File: src/rtl/sro_pkg.sv
package sro_pkg;
  localparam int ARR_COLS = 656;
  localparam int ARR_ROWS = 502;
  localparam int AW       = $clog2(ARR_COLS);
  localparam int BW       = 8;

  typedef enum logic [1:0] {
    ST_IDLE = 2'd0,
    ST_LINE = 2'd1,
    ST_HBL  = 2'd2,
    ST_VBL  = 2'd3
  } seq_st_e;

  typedef struct packed {
    logic [AW-1:0] rs;
    logic [AW-1:0] cs;
    logic [AW-1:0] re;
    logic [AW-1:0] ce;
    logic [BW-1:0] hb;
    logic [BW-1:0] vb;
  } win_t;
endpackage

File: src/rtl/sro_init_filter.sv
module sro_init_filter #(
  parameter int INIT_MIN = 4
) (
  input  logic clk_i,
  input  logic rst_ni,
  input  logic init_i,
  output logic hold_o
);
  localparam int CW = $clog2(INIT_MIN) + 1;
  localparam logic [CW-1:0] CMAX = CW'(INIT_MIN - 1);

  logic [CW-1:0] cnt_q;

  always_ff @(posedge clk_i or negedge rst_ni) begin
    if (!rst_ni)      cnt_q <= '0;
    else if (!init_i) cnt_q <= '0;
    else if (cnt_q != CMAX) cnt_q <= cnt_q + CW'(1);
  end

  assign hold_o = init_i && (cnt_q == CMAX);

  // short pulses never act on their first cycle
  p_no_early_r1: assert property (@(posedge clk_i) disable iff (!rst_ni)
    !init_i |=> !hold_o);
  p_rise_quiet_r1: assert property (@(posedge clk_i) disable iff (!rst_ni)
    $rose(init_i) |-> !hold_o);
endmodule

File: src/rtl/sro_win_clamp.sv
module sro_win_clamp
  import sro_pkg::*;
(
  input  logic [AW-1:0] row_start_i,
  input  logic [AW-1:0] col_start_i,
  input  logic [AW-1:0] width_i,
  input  logic [AW-1:0] height_i,
  input  logic [BW-1:0] hblank_i,
  input  logic [BW-1:0] vblank_i,
  output win_t          win_o
);
  logic [1:0][AW-1:0] st_in, sz_in, st_out, en_out;

  assign st_in[0] = row_start_i;
  assign sz_in[0] = height_i;
  assign st_in[1] = col_start_i;
  assign sz_in[1] = width_i;

  for (genvar a = 0; a < 2; a++) begin : g_axis
    localparam int LIM = (a == 0) ? ARR_ROWS : ARR_COLS;
    localparam logic [AW:0] LAST = (AW+1)'(LIM - 1);
    logic [AW:0] s_ext, z_ext, e_ext;
    always_comb begin
      s_ext = {1'b0, st_in[a]};
      if (s_ext > LAST) s_ext = LAST;
      z_ext = (sz_in[a] == '0) ? (AW+1)'(1) : {1'b0, sz_in[a]};
      e_ext = s_ext + z_ext - (AW+1)'(1);
      if (e_ext > LAST) e_ext = LAST;
    end
    assign st_out[a] = s_ext[AW-1:0];
    assign en_out[a] = e_ext[AW-1:0];
  end

  assign win_o.rs = st_out[0];
  assign win_o.re = en_out[0];
  assign win_o.cs = st_out[1];
  assign win_o.ce = en_out[1];
  assign win_o.hb = hblank_i;
  assign win_o.vb = vblank_i;
endmodule

File: src/rtl/sro_sequencer.sv
module sro_sequencer
  import sro_pkg::*;
(
  input  logic          clk_i,
  input  logic          rst_ni,
  input  logic          soft_rst_i,
  input  logic          cont_i,
  input  logic          trig_i,
  input  win_t          win_i,
  output logic          pix_act_o,
  output logic          sof_act_o,
  output logic          line_act_o,
  output logic [AW-1:0] row_o,
  output logic [AW-1:0] col_o
);
  seq_st_e       st_q, st_d;
  logic [AW-1:0] row_q, row_d, col_q, col_d;
  logic [BW-1:0] cnt_q, cnt_d;
  win_t          win_q, win_d;
  logic          frame_end, load;

  always_comb begin
    st_d = st_q; row_d = row_q; col_d = col_q; cnt_d = cnt_q; win_d = win_q;
    frame_end = 1'b0;
    load      = 1'b0;
    unique case (st_q)
      ST_IDLE: load = cont_i || trig_i;
      ST_LINE: begin
        if (col_q != win_q.ce) begin
          col_d = col_q + AW'(1);
        end else if (row_q != win_q.re) begin
          if (win_q.hb == '0) begin
            row_d = row_q + AW'(1);
            col_d = win_q.cs;
          end else begin
            st_d  = ST_HBL;
            cnt_d = win_q.hb;
          end
        end else if (win_q.vb == '0) begin
          frame_end = 1'b1;
        end else begin
          st_d  = ST_VBL;
          cnt_d = win_q.vb;
        end
      end
      ST_HBL: begin
        if (cnt_q == BW'(1)) begin
          st_d  = ST_LINE;
          row_d = row_q + AW'(1);
          col_d = win_q.cs;
        end else begin
          cnt_d = cnt_q - BW'(1);
        end
      end
      ST_VBL: begin
        if (cnt_q == BW'(1)) frame_end = 1'b1;
        else                 cnt_d = cnt_q - BW'(1);
      end
      default: st_d = ST_IDLE;
    endcase
    if (frame_end) begin
      if (cont_i) load = 1'b1;
      else        st_d = ST_IDLE;
    end
    if (load) begin
      win_d = win_i;
      st_d  = ST_LINE;
      row_d = win_i.rs;
      col_d = win_i.cs;
    end
    if (soft_rst_i) begin
      st_d  = ST_IDLE;
      row_d = '0;
      col_d = '0;
      cnt_d = '0;
    end
  end

  always_ff @(posedge clk_i or negedge rst_ni) begin
    if (!rst_ni) begin
      st_q  <= ST_IDLE;
      row_q <= '0;
      col_q <= '0;
      cnt_q <= '0;
      win_q <= '0;
    end else begin
      st_q  <= st_d;
      row_q <= row_d;
      col_q <= col_d;
      cnt_q <= cnt_d;
      win_q <= win_d;
    end
  end

  assign pix_act_o  = (st_q == ST_LINE);
  assign line_act_o = pix_act_o && (col_q == win_q.cs);
  assign sof_act_o  = line_act_o && (row_q == win_q.rs);
  assign row_o      = pix_act_o ? row_q : '0;
  assign col_o      = pix_act_o ? col_q : '0;

  p_col_window_r4: assert property (@(posedge clk_i) disable iff (!rst_ni)
    pix_act_o |-> (col_q >= win_q.cs) && (col_q <= win_q.ce) &&
                  (row_q >= win_q.rs) && (row_q <= win_q.re));
  p_col_step_r4: assert property (@(posedge clk_i) disable iff (!rst_ni)
    (pix_act_o && $past(pix_act_o) && col_q != win_q.cs) |->
      col_q == $past(col_q) + AW'(1));
  p_clamp_r8: assert property (@(posedge clk_i) disable iff (!rst_ni)
    (win_q.re < AW'(ARR_ROWS)) && (win_q.ce < AW'(ARR_COLS)) &&
    (win_q.rs <= win_q.re) && (win_q.cs <= win_q.ce));
  p_blank_len_r6: assert property (@(posedge clk_i) disable iff (!rst_ni)
    (st_q == ST_HBL) |-> (cnt_q != '0) && (cnt_q <= win_q.hb));
  p_idle_hold_r3: assert property (@(posedge clk_i) disable iff (!rst_ni)
    (st_q == ST_IDLE && !cont_i && !trig_i) |=> st_q == ST_IDLE);
endmodule

File: src/rtl/sensor_readout_tg.sv
module sensor_readout_tg
  import sro_pkg::*;
#(
  parameter int BORDER_COLS = 12,
  parameter int BORDER_ROWS = 4,
  parameter int INIT_MIN    = 4
) (
  input  logic          clk_i,
  input  logic          rst_ni,
  input  logic          init_i,
  input  logic          sync_i,
  input  logic [1:0]    mode_i,
  input  logic [AW-1:0] cfg_row_start_i,
  input  logic [AW-1:0] cfg_col_start_i,
  input  logic [AW-1:0] cfg_width_i,
  input  logic [AW-1:0] cfg_height_i,
  input  logic [BW-1:0] cfg_hblank_i,
  input  logic [BW-1:0] cfg_vblank_i,
  input  logic [2:0]    cfg_pol_i,
  output logic          sof_o,
  output logic          line_o,
  output logic          pix_o,
  output logic [AW-1:0] row_o,
  output logic [AW-1:0] col_o,
  output logic          border_o
);
  localparam logic [AW-1:0] BC_LO = AW'(BORDER_COLS);
  localparam logic [AW-1:0] BC_HI = AW'(ARR_COLS - BORDER_COLS);
  localparam logic [AW-1:0] BR_LO = AW'(BORDER_ROWS);
  localparam logic [AW-1:0] BR_HI = AW'(ARR_ROWS - BORDER_ROWS);

  logic hold, sync_q, cont, trig;
  logic pix_act, sof_act, line_act;
  win_t win_live;

  sro_init_filter #(.INIT_MIN(INIT_MIN)) u_init (
    .clk_i (clk_i), .rst_ni (rst_ni), .init_i (init_i), .hold_o (hold)
  );

  always_ff @(posedge clk_i or negedge rst_ni) begin
    if (!rst_ni) sync_q <= 1'b0;
    else         sync_q <= sync_i;
  end

  assign cont = (mode_i == 2'b00) || (mode_i == 2'b11);
  assign trig = !cont && sync_i && !sync_q;

  sro_win_clamp u_clamp (
    .row_start_i (cfg_row_start_i),
    .col_start_i (cfg_col_start_i),
    .width_i     (cfg_width_i),
    .height_i    (cfg_height_i),
    .hblank_i    (cfg_hblank_i),
    .vblank_i    (cfg_vblank_i),
    .win_o       (win_live)
  );

  sro_sequencer u_seq (
    .clk_i      (clk_i),
    .rst_ni     (rst_ni),
    .soft_rst_i (hold),
    .cont_i     (cont),
    .trig_i     (trig),
    .win_i      (win_live),
    .pix_act_o  (pix_act),
    .sof_act_o  (sof_act),
    .line_act_o (line_act),
    .row_o      (row_o),
    .col_o      (col_o)
  );

  assign sof_o    = sof_act  ^ cfg_pol_i[0];
  assign line_o   = line_act ^ cfg_pol_i[1];
  assign pix_o    = pix_act  ^ cfg_pol_i[2];
  assign border_o = pix_act && ((col_o < BC_LO) || (col_o >= BC_HI) ||
                                (row_o < BR_LO) || (row_o >= BR_HI));

  p_sof_in_line_r5: assert property (@(posedge clk_i) disable iff (!rst_ni)
    sof_act |-> line_act && pix_act);
  p_init_idle_r1: assert property (@(posedge clk_i) disable iff (!rst_ni)
    hold |=> !pix_act);
endmodule

File: config.mk
export PLATFORM = sky130hd
export DESIGN_NAME = sensor_readout_tg
export DESIGN_NICKNAME = d
export VERILOG_FILES = /design/src/rtl/sro_pkg.sv /design/src/rtl/sro_init_filter.sv /design/src/rtl/sro_win_clamp.sv /design/src/rtl/sro_sequencer.sv /design/src/rtl/sensor_readout_tg.sv
export SDC_FILE = /design/constraint.sdc
export NUM_CORES = 1
export LEC_CHECK = 0
export BUFFER_PORTS_ARGS = -buffer_cell sky130_fd_sc_hd__clkbuf_2
export CAP_MARGIN = 20
export CELL_PAD_IN_SITES_DETAIL_PLACEMENT = 1
export CELL_PAD_IN_SITES_GLOBAL_PLACEMENT = 2
export CORE_ASPECT_RATIO = 0.8
export CORE_MARGIN = 2
export CORE_UTILIZATION = 38
export DETAILED_ROUTE_END_ITERATION = 8
export PLACE_DENSITY = 0.87
export SLEW_MARGIN = 30
export SYNTH_ARGS = -nofsm -noshare
export SYNTH_HDL_FRONTEND = slang
export SYNTH_SLANG_ARGS = --single-unit
File: constraint.sdc
create_clock -name clk_i -period 7.1 [get_ports clk_i]
set_clock_uncertainty 0.15 [all_clocks]
set_input_delay 0.71 -clock clk_i [delete_from_list [all_inputs] [get_ports clk_i]]
set_output_delay 0.71 -clock clk_i [all_outputs]
set_load 0.1 [all_outputs]
==> summary.txt <==
Outcome
  – Status: complete, no violations

Clock network
  – Register clock-pin slew on the reported worst setup and hold paths: 70 ps
  – CTS tree: yes
  – Root Buffer: clkbuf_16
  – Skew-Pair Late Insertion Delay: 360 ps
  – Clk buf depth: 2
  – PostCTS Resize Cnt: 0
  – Post-CTS setup repair buffer count: 0
  – Sink Count: 90
  – H-tree levels: 3
  – Hold_buf cts: 0
  – Num CTS Buffers: 9

Synthesis
  – Commonest cells post-synth: 106 x nand2_1, 90 x dfrtp_1, 58 x nor2_1
  – Most frequent cell after synthesis: nand2_1
  – Seq/Total Area, Yosys: 33.6%
  – Synth warnings: 0
  – Synthesized net count: 889
  – Yosys top cell by area: dfrtp_1
  – Top FF cell, synth: dfrtp_1
  – Synth async-reset ratio: 100%
  – Post-Syn Instances: 783
  – Seq cells post-synth: 90
  – Top cells by area, synth: dfrtp_1 34%, ha_1 7.3%, nand2_1 5.9%
  – Netlist Area Pre-Place: 6690 um2
  – Number of synthesized flops with an enable pin: 0
  – Distinct cells, synth: 72
  – Synth top area share: 33.6%
  – Avg Inst Size Synth: 8.55 um2

Drt
  – Drt first pass iters: 5
  – Detailed-route DRC error count: 0
  – WL/cell: 18.4 um
  – Vias per cell: 5.49
  – Post-route ant nets: 0
  – Vias: 5906
  – WL final: 19800 um
  – Initial DRC count: 230

Flow run
  – Max Cap Violations: 0

Global routing
  – Vias in the first global route: 6157
  – GRT Overall Usage: 21.8%
  – Initial antenna violation count: 0
  – Pin count of the biggest net entering global routing: 63
  – First-pass GRT wire length: 32600 um
  – Overflow after GRT: 0

Finish
  – Final instance area: 7610 um2
  – N_diodes: 0
  – Final Non-Filler Cells: 1075
  – Area Growth Syn to Fin: 13.6%
  – Layout cells sized above 1: 16.2%
  – Post-layout util: 44.0%
  – Layout net count: 952

Die
  – Starting Density: 38.8%
  – Die area: 18700 um2
  – Top-Level Pins: 89
  – Core area: 17300 um2
  – Die X: 152 um
  – Num rows: 43
  – Die Span Y: 123 um

Setup path
  – Crit Path Class: flip-flop to output port
  – Crit path launch type: flip-flop
  – Crit path DAT: 3400 ps
  – Setup crit end kind: output port
  – Critical path fanouts, max: 27
  – Critical Path RT: 6240 ps
  – Cells on worst reg2reg path: 9

Pwr
  – Pwr per Cell Area: 466 nW/um2
  – Total chip power: 3.55 mW
  – Leak: 3.43 nW
  – Peak supply drop: 0.230 mV

STA
  – Max-slew headroom: 41.0%
  – Fmax: 235 MHz
  – Worst-margin pin slew: 883 ps
  – Max-slew violation count: 0
  – Final worst setup slack: 2840 ps
  – RSZ-0062 raised after global routing: false
  – Fin Hold WS: 126 ps
  – Hold Fails Final Rpt: 0
  – Fin crit period: 4260 ps
  – TNS Setup: 0 ps
  – Final Setup Violations: 0
  – Tcrit/Tclk final: 60.0%

Placed design
  – Detailed Place HPWL: 15400 um
  – Cells after DPL: 1060
  – GP Congestion: 0.905
  – Post-DP Area: 7260 um2
  – Port bufs: 88
  – Pre-CTS setup slack: 2820 ps

Min path
  – Hold WC Path Type: primary input to asynchronous set/reset pin
-- path summary, 6_finish.rpt --
path | startpoint | to | slack (ps)
max | u_seq.st_q[1]$_DFF_PN0_ | border_o | 2840
max in group asynchronous | rst_ni | u_seq.win_q[32]$_DFFE_PN0N_ | 5520
max reg2reg | u_seq.st_q[1]$_DFF_PN0_ | u_seq.win_q[28]$_DFFE_PN0N_ | 3600
min in group clk_i | sync_i | sync_q$_DFF_PN0_ | 340
min reg2reg | u_seq.win_q[53]$_DFFE_PN0N_ | u_seq.win_q[53]$_DFFE_PN0N_ | 360
min | rst_ni | u_seq.cnt_q[4]$_DFFE_PN0P_ | 130
-- metal layers --
metal	wire length (um)	vias to the layer above	GRT usage, %
li1	-	2860	-
met1	9410	2927	28.8
met2	9330	97	36.8
met3	693	22	3.60
met4	369	0	6.60
met5	0	-	0
-- where the power goes --
part / leakage [nW] / internal (mW) / switching, mW / total (mW)
clock: 0.165 / 0.351 / 0.213 / 0.564
sequential: 1.06 / 0.737 / 0.311 / 1.05
combinational: 2.20 / 0.630 / 1.30 / 1.93
total: 3.43 / 1.72 / 1.83 / 3.55
-- area by class of cell --
type,instances,area [um2]
clock buffers,10,239
flip-flops and latches,90,2250
multi-input cells,605,4070
clock inverters,5,103
well taps,225,282
repair buffers,94,488
inverters,46,173
fillers,2050,9660
-- critical path: stages, from the launching register on --
cell	delay, ps
dfrtp_1	400
inv_1	100
ha_1	290
buf_4	260
and2_1	170
or4_1	480
or4_1	440
o211ai_1	150
a21oi_1	60
nor2_1	180
clkbuf_2	490
-- logic make-up after synthesis --
kind of cell | Yosys count | synth area share, %
AND/OR/NAND/NOR | 289 | 21.6
buffers and inverters | 88 | 5.85
XOR/XNOR | 75 | 10.0
AO/OA/AOI/OAI | 185 | 18.8
flip-flops | 90 | 33.6
multiplexers | 14 | 2.17
other | 1 | 0.0560
adder cells (fa/ha/maj) | 41 | 7.89
-- state kept, by name (all words and copies together) (netlist names) --
register and count:
sync_q 1, u_init.cnt_q 3, u_seq.cnt_q 8, u_seq.col_q 10
u_seq.row_q 10, u_seq.st_q 2, u_seq.win_q 56
-- cell usage in the layout, fill, tap and decap left out, drive strengths merged, types with 5 or more instances in the layout --
master,n
nor2,59
buf,7
nand2,106
clkbuf,97
a21o,13
nor3,20
dfrtp,90
o21ai,37
ha,39
a22o,5
nor3b,5
a211oi,10
mux2i,10
inv,46
or3,13
nand3,10
or4,5
o21a,9
nor2b,5
o22ai,12
nand2b,6
a31oi,11
xor2,29
xnor2,46
a21oi,48
and2,28
nand4,10
nor4,12
Power figures use the tool's default switching activity.
